===== config.mk =====
export PLATFORM = sky130hd
export DESIGN_NAME = wavg_filter
export DESIGN_NICKNAME = d
export VERILOG_FILES = /design/src/rtl/wavg_pkg.sv /design/src/rtl/wavg_win_cmp.sv /design/src/rtl/wavg_seq_div.sv /design/src/rtl/wavg_filter.sv
export SDC_FILE = /design/constraint.sdc
export NUM_CORES = 1
export LEC_CHECK = 0
export ABC_CLOCK_PERIOD_IN_PS = 31600
export BUFFER_PORTS_ARGS = -buffer_cell sky130_fd_sc_hd__buf_2
export CORE_MARGIN = 4
export CORE_UTILIZATION = 30
export CTS_BUF_LIST = sky130_fd_sc_hd__clkbuf_16
export CTS_CLUSTER_DIAMETER = 120
export DETAILED_ROUTE_END_ITERATION = 8
export PLACE_DENSITY_LB_ADDON = 0.05
export SYNTH_ARGS = -nofsm -noshare
export SYNTH_HDL_FRONTEND = slang
export SYNTH_SLANG_ARGS = --single-unit
export TNS_END_PERCENT = 20

===== constraint.sdc =====
create_clock -name clk -period 31.6 [get_ports clk]
set_input_delay 3.16 -clock clk [delete_from_list [all_inputs] [get_ports clk]]
set_output_delay 3.16 -clock clk [all_outputs]
set_load 0.02 [all_outputs]

===== src/rtl/wavg_pkg.sv =====
package wavg_pkg;
  typedef enum logic [0:0] {
    ST_IDLE = 1'b0,
    ST_DIV  = 1'b1
  } wavg_state_e;
endpackage


===== src/rtl/wavg_win_cmp.sv =====
// Decides whether a sample replaces the average outright and yields the
// effective factor (never below 1).
module wavg_win_cmp #(
  parameter int DW = 16,
  parameter int FW = 8
) (
  input  logic signed [DW-1:0] sample,
  input  logic signed [DW-1:0] avg,
  input  logic        [DW-1:0] window,
  input  logic        [FW-1:0] factor,
  input  logic                 seeded,
  output logic        [FW-1:0] f_eff,
  output logic                 load_direct
);
  logic signed [DW:0] diff;
  logic        [DW:0] mag;
  logic               outside;
  logic               f_small;

  always_comb begin
    diff    = $signed({sample[DW-1], sample}) - $signed({avg[DW-1], avg});
    mag     = diff[DW] ? $unsigned(-diff) : $unsigned(diff);
    outside = mag > {1'b0, window};
    f_small = factor <= FW'(1);
    f_eff   = f_small ? FW'(1) : factor;
    load_direct = !seeded || outside || f_small;
  end
endmodule


===== src/rtl/wavg_seq_div.sv =====
// Restoring bit-serial divider: one quotient bit per clock.
module wavg_seq_div #(
  parameter int DVW = 25,
  parameter int FW  = 8,
  parameter int QW  = 16
) (
  input  logic           clk,
  input  logic           rst_n,
  input  logic           start,
  input  logic [DVW-1:0] dividend,
  input  logic [FW-1:0]  divisor,
  output logic [QW-1:0]  quotient,
  output logic           done
);
  localparam int CW = $clog2(DVW + 1);

  logic [DVW-1:0] quo_q;
  logic [FW-1:0]  rem_q;
  logic [FW-1:0]  dsr_q;
  logic [CW-1:0]  cnt_q;
  logic [FW:0]    rem_sh;
  logic [FW:0]    rem_sub;
  logic           ge;

  always_comb begin
    rem_sh  = {rem_q, quo_q[DVW-1]};
    ge      = rem_sh >= {1'b0, dsr_q};
    rem_sub = ge ? (rem_sh - {1'b0, dsr_q}) : rem_sh;
  end

  always_ff @(posedge clk or negedge rst_n) begin
    if (!rst_n) begin
      quo_q <= '0;
      rem_q <= '0;
      dsr_q <= '0;
      cnt_q <= '0;
      done  <= 1'b0;
    end else if (start) begin
      quo_q <= dividend;
      rem_q <= '0;
      dsr_q <= divisor;
      cnt_q <= CW'(DVW);
      done  <= 1'b0;
    end else if (cnt_q != '0) begin
      quo_q <= {quo_q[DVW-2:0], ge};
      rem_q <= rem_sub[FW-1:0];
      cnt_q <= cnt_q - 1'b1;
      done  <= (cnt_q == CW'(1));
    end else begin
      done  <= 1'b0;
    end
  end

  assign quotient = quo_q[QW-1:0];
endmodule


===== src/rtl/wavg_filter.sv =====
module wavg_filter
  import wavg_pkg::*;
#(
  parameter int NCH = 4,
  parameter int DW  = 16,
  parameter int FW  = 8
) (
  input  logic              clk,
  input  logic              rst_n,
  input  logic              in_valid,
  output logic              in_ready,
  input  logic [DW-1:0]     in_sample,
  input  logic [NCH*FW-1:0] factor_bus,
  input  logic [NCH*DW-1:0] window_bus,
  output logic [NCH*DW-1:0] avg_bus,
  output logic              busy
);
  localparam int PW  = (NCH > 1) ? $clog2(NCH) : 1;
  localparam int NW  = DW + FW;
  localparam int DVW = NW + 1;

  logic        [FW-1:0] fac_arr [NCH];
  logic        [DW-1:0] win_arr [NCH];
  logic signed [DW-1:0] avg_q   [NCH];
  logic        [NCH-1:0] init_q;

  wavg_state_e   state_q;
  logic [PW-1:0] ptr_q;
  logic [PW-1:0] ptr_nx;
  logic [PW-1:0] pend_q;
  logic          neg_q;

  genvar g;
  generate
    for (g = 0; g < NCH; g++) begin : g_lane
      assign fac_arr[g]             = factor_bus[g*FW +: FW];
      assign win_arr[g]             = window_bus[g*DW +: DW];
      assign avg_bus[g*DW +: DW]    = avg_q[g];
    end
  endgenerate

  assign in_ready = (state_q == ST_IDLE);
  assign busy     = (state_q == ST_DIV);

  logic accept;
  assign accept = in_valid && in_ready;
  assign ptr_nx = (ptr_q == PW'(NCH - 1)) ? '0 : ptr_q + 1'b1;

  // Current-channel decision
  logic signed [DW-1:0] cur_avg;
  logic        [FW-1:0] f_eff;
  logic                 load_direct;
  assign cur_avg = avg_q[ptr_q];

  wavg_win_cmp #(.DW(DW), .FW(FW)) u_win (
    .sample      ($signed(in_sample)),
    .avg         (cur_avg),
    .window      (win_arr[ptr_q]),
    .factor      (fac_arr[ptr_q]),
    .seeded      (init_q[ptr_q]),
    .f_eff       (f_eff),
    .load_direct (load_direct)
  );

  // Weighted numerator, magnitude plus half divisor for rounding
  logic signed [NW:0] avg_x, smp_x, fm1_x, num_s, mag_s;
  logic        [DVW-1:0] dividend;
  always_comb begin
    avg_x    = {{(NW + 1 - DW){cur_avg[DW-1]}}, cur_avg};
    smp_x    = {{(NW + 1 - DW){in_sample[DW-1]}}, in_sample};
    fm1_x    = {{(NW + 1 - FW){1'b0}}, f_eff - 1'b1};
    num_s    = avg_x * fm1_x + smp_x;
    mag_s    = num_s[NW] ? -num_s : num_s;
    dividend = $unsigned(mag_s) + DVW'(f_eff >> 1);
  end

  logic          div_start;
  logic          div_done;
  logic [DW-1:0] div_q;
  assign div_start = accept && !load_direct;

  wavg_seq_div #(.DVW(DVW), .FW(FW), .QW(DW)) u_div (
    .clk      (clk),
    .rst_n    (rst_n),
    .start    (div_start),
    .dividend (dividend),
    .divisor  (f_eff),
    .quotient (div_q),
    .done     (div_done)
  );

  logic [DW-1:0] result;
  assign result = neg_q ? (~div_q + 1'b1) : div_q;

  always_ff @(posedge clk or negedge rst_n) begin
    if (!rst_n) begin
      state_q <= ST_IDLE;
      ptr_q   <= '0;
      pend_q  <= '0;
      neg_q   <= 1'b0;
    end else begin
      case (state_q)
        ST_IDLE: if (accept) begin
          ptr_q <= ptr_nx;
          if (!load_direct) begin
            state_q <= ST_DIV;
            pend_q  <= ptr_q;
            neg_q   <= num_s[NW];
          end
        end
        ST_DIV: if (div_done) state_q <= ST_IDLE;
        default: state_q <= ST_IDLE;
      endcase
    end
  end

  always_ff @(posedge clk or negedge rst_n) begin
    if (!rst_n) begin
      for (int c = 0; c < NCH; c++) avg_q[c] <= '0;
      init_q <= '0;
    end else begin
      for (int c = 0; c < NCH; c++) begin
        if (accept && load_direct && (ptr_q == PW'(c))) begin
          avg_q[c]  <= $signed(in_sample);
          init_q[c] <= 1'b1;
        end else if (busy && div_done && (pend_q == PW'(c))) begin
          avg_q[c] <= $signed(result);
        end
      end
    end
  end
endmodule


==> results of run 1 <==
## registers in the layout, indices dropped and copies added, names as in the netlist
register     count
u_div.dsr_q      8
u_div.done       1
u_div.rem_q      8
busy             1
neg_q            1
pend_q           2
u_div.cnt_q      5
ptr_q            2
avg_bus         64
init_q           4
u_div.quo_q     25
## through the flow
step	cells	utilization (%)
after global routing	2750	34.76
after detailed placement	2718	33.70
after CTS	2750	34.76
after floorplan	1894	-
after global placement	2718	33.70
final	2750	34.76
## kinds of logic after synthesis
kind of cell    Yosys count  share of synthesized area, %
compound gates          379                         14.76
xor+xnor                108                         5.990
fa+ha+maj               240                         24.40
buf+inv                 303                         7.254
flops                   121                         18.75
mux                     137                         10.72
simple gates            606                         18.13
## metal layers
layer,up-vias,wire length (microns)
met2,258,26550
li1,6786,-
met4,0,521
met5,-,0
met3,31,1828
met1,6885,26580
## cell usage in the layout (no fill, tap or decap), types with 35 or more instances in the layout
cell type	n
ha_1	114
nand2b_1	35
mux2_2	36
o21ai_0	82
dfrtp_1	119
nor2_1	197
fa_1	125
xnor2_1	60
nand2_1	167
a21oi_1	113
xor2_1	46
mux2i_1	75
inv_1	228
buf_2	179
## layout make-up
type	instances	area, sq um
clock buffers	17	425.4
clock inverters	15	135.1
fillers	5604	34560
inverters	228	855.8
multi-input cells	1470	11970
flip-flops and latches	121	3030
well taps	688	860.8
repair buffers	211	1136
## Yosys cell counts, types with 46 or more instances
library cell	instances	area, sq um
inv_1	227	852.1
nor2_1	201	754.5
nand2_1	167	626.9
fa_1	125	2502
dfrtp_1	121	3028
a21oi_1	114	570.6
ha_1	114	1426
o21ai_0	82	410.4
mux2i_1	75	750.7
xnor2_1	60	525.5
clkbuf_1	56	210.2
xor2_1	46	402.9
## worst max-delay path, delay by kind of cell
kind	cells	cell delay [ns]
xor gates and xnor gates	3	0.50
muxes	1	0.61
and+or+nand+nor	11	2.39
buffers and inverters	8	1.10
AOI/OAI and AO/OA	8	1.94
adders and majority gates	8	3.55
## worst min path at each step
| stage | start | endpoint | cells past startpoint |
|---|---|---|---|
| 2_1_floorplan | init_q[2] | init_q[2] | 1 |
| 3_3_place_gp | init_q[2] | init_q[2] | 1 |
| 3_5_place_dp | init_q[3] | init_q[3] | 1 |
| 4_1_cts | init_q[2] | init_q[2] | 1 |
| 5_1_grt | init_q[2] | init_q[2] | 1 |
| 6_report | init_q[2] | init_q[2] | 1 |
==> results.ini, run 1 <==
[timing]
tightest_slew_ns=1.318
maxSlewViolCount=0
min_period_over_period_pct=40.99
max_slew_margin_pct=11.53
setup_viol=0
fin_crit_ns=12.95
timing.hold.ws_ns=0.4722
finalHoldViolations=0
timing.setup.tns_ns=0
worst_slack_ns=18.65
grt_setup_unrepaired=no
finalClockSkew_ns=0.01148
fmax_mhz=77.20

[floorplan]
core_sq_um=52970
start_util_pct=30.48
rows=84
die-height_microns=240.0
pin_count=181
die_w_microns=240.0
die-area_sq_um=57590

[clock_tree]
cts_root_buf=clkbuf_16
post-cts-setup-buffer-count=0
clock_path_buffers=2
clock_latency_ns=0.44
numCtsBuffers=17
clock_sinks=121
cts_tree=yes
cts_hold_buf=0
cts-htree-levels=4
cts-resized-gates=0
clk_pin_slew_ns=0.06

[global_routing]
grt_max_degree=66
use_met3_pct=1.984
gr-usage-all-layers_pct=19.18
grt_use_met2_pct=32.14
top_usage_layer=met2
grt_pass1_wl_microns=85200
antenna_found_initial=1
met1_usage_pct=27.41
grt_pass1_vias=14020
grt_overflow=0

[worst_setup_path]
crit_top_cell=fa_1
crit_start=factor_bus[29]
cp-endpoint=u_div.quo_q[22]
critPathCaptureType=flip-flop
cp_slowest_cell=mux4_2
crit_fanout=21
r2r-end=u_div.quo_q[22]
cp.required_ns=31.95
critPathKind=input pin to flip-flop
rr_startpoint=ptr_q[0]
reg2reg_depth=35
cp.arrival_ns=13.31
cp-start-kind=input pin
rrSetupSlack_ns=20.52
cp_slowest_stage_delay_ns=0.61

[finish]
layout.nets=2403
insertedDiodeCount=0
syn2layout_area_growth_pct=14.05
fin_area_sq_um=18410
final_layout_size_suffix_gt1_share_pct=16.88

[routing]
drt-pass1-iter-count=4
ant_nets=0
vias_per_cell=5.076
wl_per_cell_microns=20.18
wirelength_microns=55480
drt_iter0_drc=929
drc_errors=0
vias=13960

[place]
place.gp.congestion=0.8083
hpwl_microns=43950
dp_slack_ns=18.19
io_buffers=180
placed_cell_area_sq_um=17850

[yosys]
async_flop_share_pct=100.0
synth_edf_count=0
ys_seq_area_share_pct=18.75
ys.flop_type=dfrtp_1
syn_avg_cell_area_sq_um=8.525
yosys_warnings=0
syn_nets=2248
synth-seq-cells=121
synthDistinctLibCells=89
syn_inst=1894
mappedNetlistArea_sq_um=16150

[job]
maxCapViolCount=0

[min_path]
min_path_type=flip-flop to flip-flop

[run_status]
status=complete, no violations

Power of run 1 is not shown: default switching activity piles up to over one toggle a cycle in this logic, so the estimate is an artifact.
==> inputs of run 2 (changes only) <==
- ABC_CLOCK_PERIOD_IN_PS: 31600 -> 13120
- clock period: 31.6 -> 13.12 ns (I/O delays scaled with it)
==> run 2 against run 1 <==
  * Die area unchanged
  * Highest routed layer unchanged
  * Final cell count about the same
  * Global-route usage down 0.16 points
==> results.ini, run 2 (synthesized netlist as in run 1, its figures left out) <==
[run_status]
status=complete, no violations

[routing]
wl_per_cell_microns=20.04
vias=14030
drt-pass1-iter-count=5
wirelength_microns=55130
drc_errors=0
vias_per_cell=5.101
drt_iter0_drc=960
ant_nets=0

[clock_tree]
cts_tree=yes
cts_hold_buf=0
cts-htree-levels=4
cts_root_buf=clkbuf_16
cts-resized-gates=0
clock_sinks=121
clock_path_buffers=2
clk_pin_slew_ns=0.06
post-cts-setup-buffer-count=0
clock_latency_ns=0.44
numCtsBuffers=17

[worst_setup_path]
critical_path_buf_inv_count=5
critPathKind=input pin to flip-flop
cp.required_ns=13.46
critPathCaptureType=flip-flop
cp-start-kind=input pin
cp.arrival_ns=12.28
crit_top_cell=fa_1
cp_slowest_stage_delay_ns=0.90
cp_slowest_cell=nor4_1
crit_fanout=21
critical-path-top-delay-family=adder cells

[floorplan]
rows=84
die_w_microns=240.0
core_sq_um=52970
die-height_microns=240.0
die-area_sq_um=57590
start_util_pct=30.48
pin_count=181

[job]
maxCapViolCount=0

[finish]
syn2layout_area_growth_pct=14.31
layout.nets=2405
mostFrequentLayoutCells=inv_1, nor2_1, buf_2
largest_register_ffs=64
final_layout_size_suffix_gt1_share_pct=16.87
insertedDiodeCount=0
final_common_cell=inv_1

[timing]
finalClockSkew_ns=0.01704
setup_viol=0
tightest_slew_ns=1.138
finalHoldViolations=0
min_period_over_period_pct=90.98
maxSlewViolCount=0
timing.setup.tns_ns=0
fmax_mhz=83.77
max_slew_margin_pct=23.64
fin_crit_ns=11.94
grt_setup_unrepaired=no

[global_routing]
gr-usage-all-layers_pct=19.03
grt_pass1_vias=14110
grt_overflow=0
grt_pass1_wl_microns=85080
grt_max_degree=69
antenna_found_initial=0

[place]
io_buffers=180
place.gp.congestion=0.8174
hpwl_microns=43820

[min_path]
min_path_type=flip-flop to flip-flop

run 2: changes by cell type in the layout (fill, tap and decap cells not counted), moves of 2 or more:
cell / change
buf_4: +2
bufinv_16: +2
clkinv_1: -2
clkinv_4: -2
inv_1: +3
run 2: layout make-up:
| cell class | instances | area [sq um] |
|---|---|---|
| Clock inverter | 14 | 167.7 |
| Inverter | 228 | 855.8 |
| Sequential cell | 121 | 3030 |
| Clock buffer | 17 | 425.4 |
| Fill cell | 5611 | 34510 |
| Multi-Input combinational cell | 1470 | 11970 |
| Tap cell | 688 | 860.8 |
| Timing Repair Buffer | 213 | 1151 |
run 2: metrics by stage:
stage | util [%] | hold slack [ns] | instance area (sq um) | cells | setup WS (ns)
after floorplan | - | 0.4337 | 16150 | 1894 | 1.638
after global placement | 33.72 | 0.4488 | 17860 | 2720 | 1.099
after detailed placement | 33.72 | 0.4497 | 17860 | 2720 | 0.7647
after CTS | 34.84 | 0.4632 | 18460 | 2751 | 1.185
after global routing | 34.84 | 0.4741 | 18460 | 2751 | 0.1992
final | 34.84 | 0.4658 | 18460 | 2751 | 1.183
run 2: worst paths after layout:
check / startpoint / end / slack [ns] / cells after the start
setup / recovery: factor_bus[29] / u_div.quo_q[22] / 1.18 / 36
hold / removal: init_q[0] / init_q[0] / 0.47 / 1
setup reg to reg: ptr_q[1] / u_div.quo_q[22] / 1.42 / 35
hold reg to reg: init_q[0] / init_q[0] / 0.47 / 1
max in group asynchronous: rst_n / u_div.rem_q[4] / 10.74 / 2
min in group asynchronous: rst_n / avg_bus[49] / 1.02 / 1
run 2: per-layer routing:
layer / part of all wire, % / track usage [%] / wire [microns] / vias to the layer above
met1: 47 / 26.80 / 26120 / 6947
met5: 0 / 0 / 0 / -
met4: 1.3 / 3.463 / 729 / 0
met2: 47 / 31.76 / 26020 / 273
li1: - / - / - / 6782
met3: 4.1 / 2.455 / 2266 / 31
Power of run 2 is left out for the same reason.
==> inputs of run 3 (changes only) <==
- CORE_UTILIZATION: 30 -> 61
==> run 3 against run 2 <==
  * Utilization grew 34 points
  * Register-to-register slack better by 0.58 ns
  * First-iteration DRC count grew 17%
  * Non-clock buffer count shrank 2
  * Design area decreased by 2.3%
  * Critical path depth up 2
  * Wire length is 13% lower
  * Sequential share of layout area rose by 0.38 points
  * Global-route usage up 14 points
  * Via count rose by 3.6%
  * Maximum frequency increased by 5.6%
  * Hold slack gained 0.0011 ns
  * Highest routed layer unchanged
==> results.ini, run 3 (synthesized netlist as in run 1, its figures left out) <==
[timing]
timing.setup.tns_ns=0
tightest_slew_ns=1.141
fin_crit_ns=11.30
min_period_over_period_pct=86.14
grt_setup_unrepaired=no
setup_viol=0
maxSlewViolCount=0
max_slew_margin_pct=23.41
finalClockSkew_ns=0.01582
fmax_mhz=88.49
finalHoldViolations=0

[routing]
vias_per_cell=6.066
wl_per_cell_microns=19.94
drt_iter0_drc=1119
vias=14540
ant_nets=0
wirelength_microns=47800
drc_errors=0
drt-pass1-iter-count=6

[finish]
finalNonFillerCells=2397
final_layout_size_suffix_gt1_share_pct=17.17
mostFrequentLayoutCells=inv_1, nor2_1, buf_2
syn2layout_area_growth_pct=11.70
layout.nets=2403
fillers=2176
insertedDiodeCount=0
fin_area_sq_um=18030
largest_register_ffs=64
final_common_cell=inv_1
post-route-util_pct=69.21

[clock_tree]
cts-resized-gates=0
clock_path_buffers=2
cts_hold_buf=0
cts-htree-levels=4
clock_sinks=121
cts_tree=yes
numCtsBuffers=17
clk_pin_slew_ns=0.07
clock_latency_ns=0.43
cts_root_buf=clkbuf_16
post-cts-setup-buffer-count=0

[floorplan]
die-height_microns=170.7
die-area_sq_um=29140
rows=59
core_sq_um=26060
pin_count=181
die_w_microns=170.7
start_util_pct=61.96

[worst_setup_path]
cp.required_ns=13.45
critPathCaptureType=flip-flop
cp_slowest_cell=mux4_2
crit_fanout=21
critPathKind=input pin to flip-flop
cp-start-kind=input pin
crit_top_cell=fa_1
cp_slowest_stage_delay_ns=0.61
cp.arrival_ns=11.64

[min_path]
min_path_type=flip-flop to flip-flop

[run_status]
status=complete, no violations

[job]
maxCapViolCount=0

[global_routing]
antenna_found_initial=0
grt_overflow=0
gr-usage-all-layers_pct=33.19
grt_pass1_vias=14730
grt_max_degree=66
grt_pass1_wl_microns=76870

[place]
hpwl_microns=37750
placed_cell_area_sq_um=17410
place.gp.congestion=0.9257
dp.cells=2365
io_buffers=180

[run 3: cell types whose count changed in the layout (fill, tap and decap cells not counted)]
cell        change
a2111oi_0       -1
a2111oi_1       +1
buf_4           -2
bufinv_16       -2
clkinv_1        -3
clkinv_2        -1
clkinv_4        -1
clkinv_8        +2
clkinvlp_4      +1
inv_1           -4
inv_6           +3
inv_8           +6
[run 3: metrics by stage]
stage | setup slack (ns) | hold WS, ns
2_1_floorplan | 1.638 | 0.4337
6_report | 1.819 | 0.4669
3_5_place_dp | 1.509 | 0.4503
4_1_cts | 1.861 | 0.4659
5_1_grt | 1.122 | 0.4858
3_3_place_gp | 1.761 | 0.4481
[run 3: final timing paths]
| path | from | to | slack (ns) | depth (start not counted) |
|---|---|---|---|---|
| max | factor_bus[29] | u_div.quo_q[22] | 1.82 | 38 |
| min | init_q[1] | init_q[1] | 0.47 | 1 |
| max reg2reg | ptr_q[0] | u_div.quo_q[22] | 2.00 | 36 |
| min reg2reg | init_q[1] | init_q[1] | 0.47 | 1 |
| max in group asynchronous | rst_n | ptr_q[0] | 10.80 | 2 |
| min in group asynchronous | rst_n | busy | 0.92 | 1 |
[run 3: critical path: cells and delay by family]
kind                       cells  cell delay [ns]
AOI/OAI and AO/OA             10             2.58
xor gates and xnor gates       3             0.92
adders and majority gates      8             3.58
buffers and inverters          8             1.17
muxes                          1             0.61
and+or+nand+nor                8             1.44
[run 3: layout make-up]
class	count	area, sq um	area share, %
multi-input cells	1470	11970	66.35
clock inverters	15	201.4	1.117
repair buffers	211	1136	6.299
clock buffers	17	425.4	2.359
well taps	335	419.2	2.324
flip-flops and latches	121	3030	16.80
inverters	228	855.8	4.745
[run 3: layer usage]
layer	vias to the layer above	track usage, %	routed length [microns]
li1	6779	-	-
met1	7067	42.86	19200
met2	591	57.15	23290
met3	103	4.552	3487
met4	0	12.33	1823
met5	-	0	0
Power of run 3 is left out for the same reason.
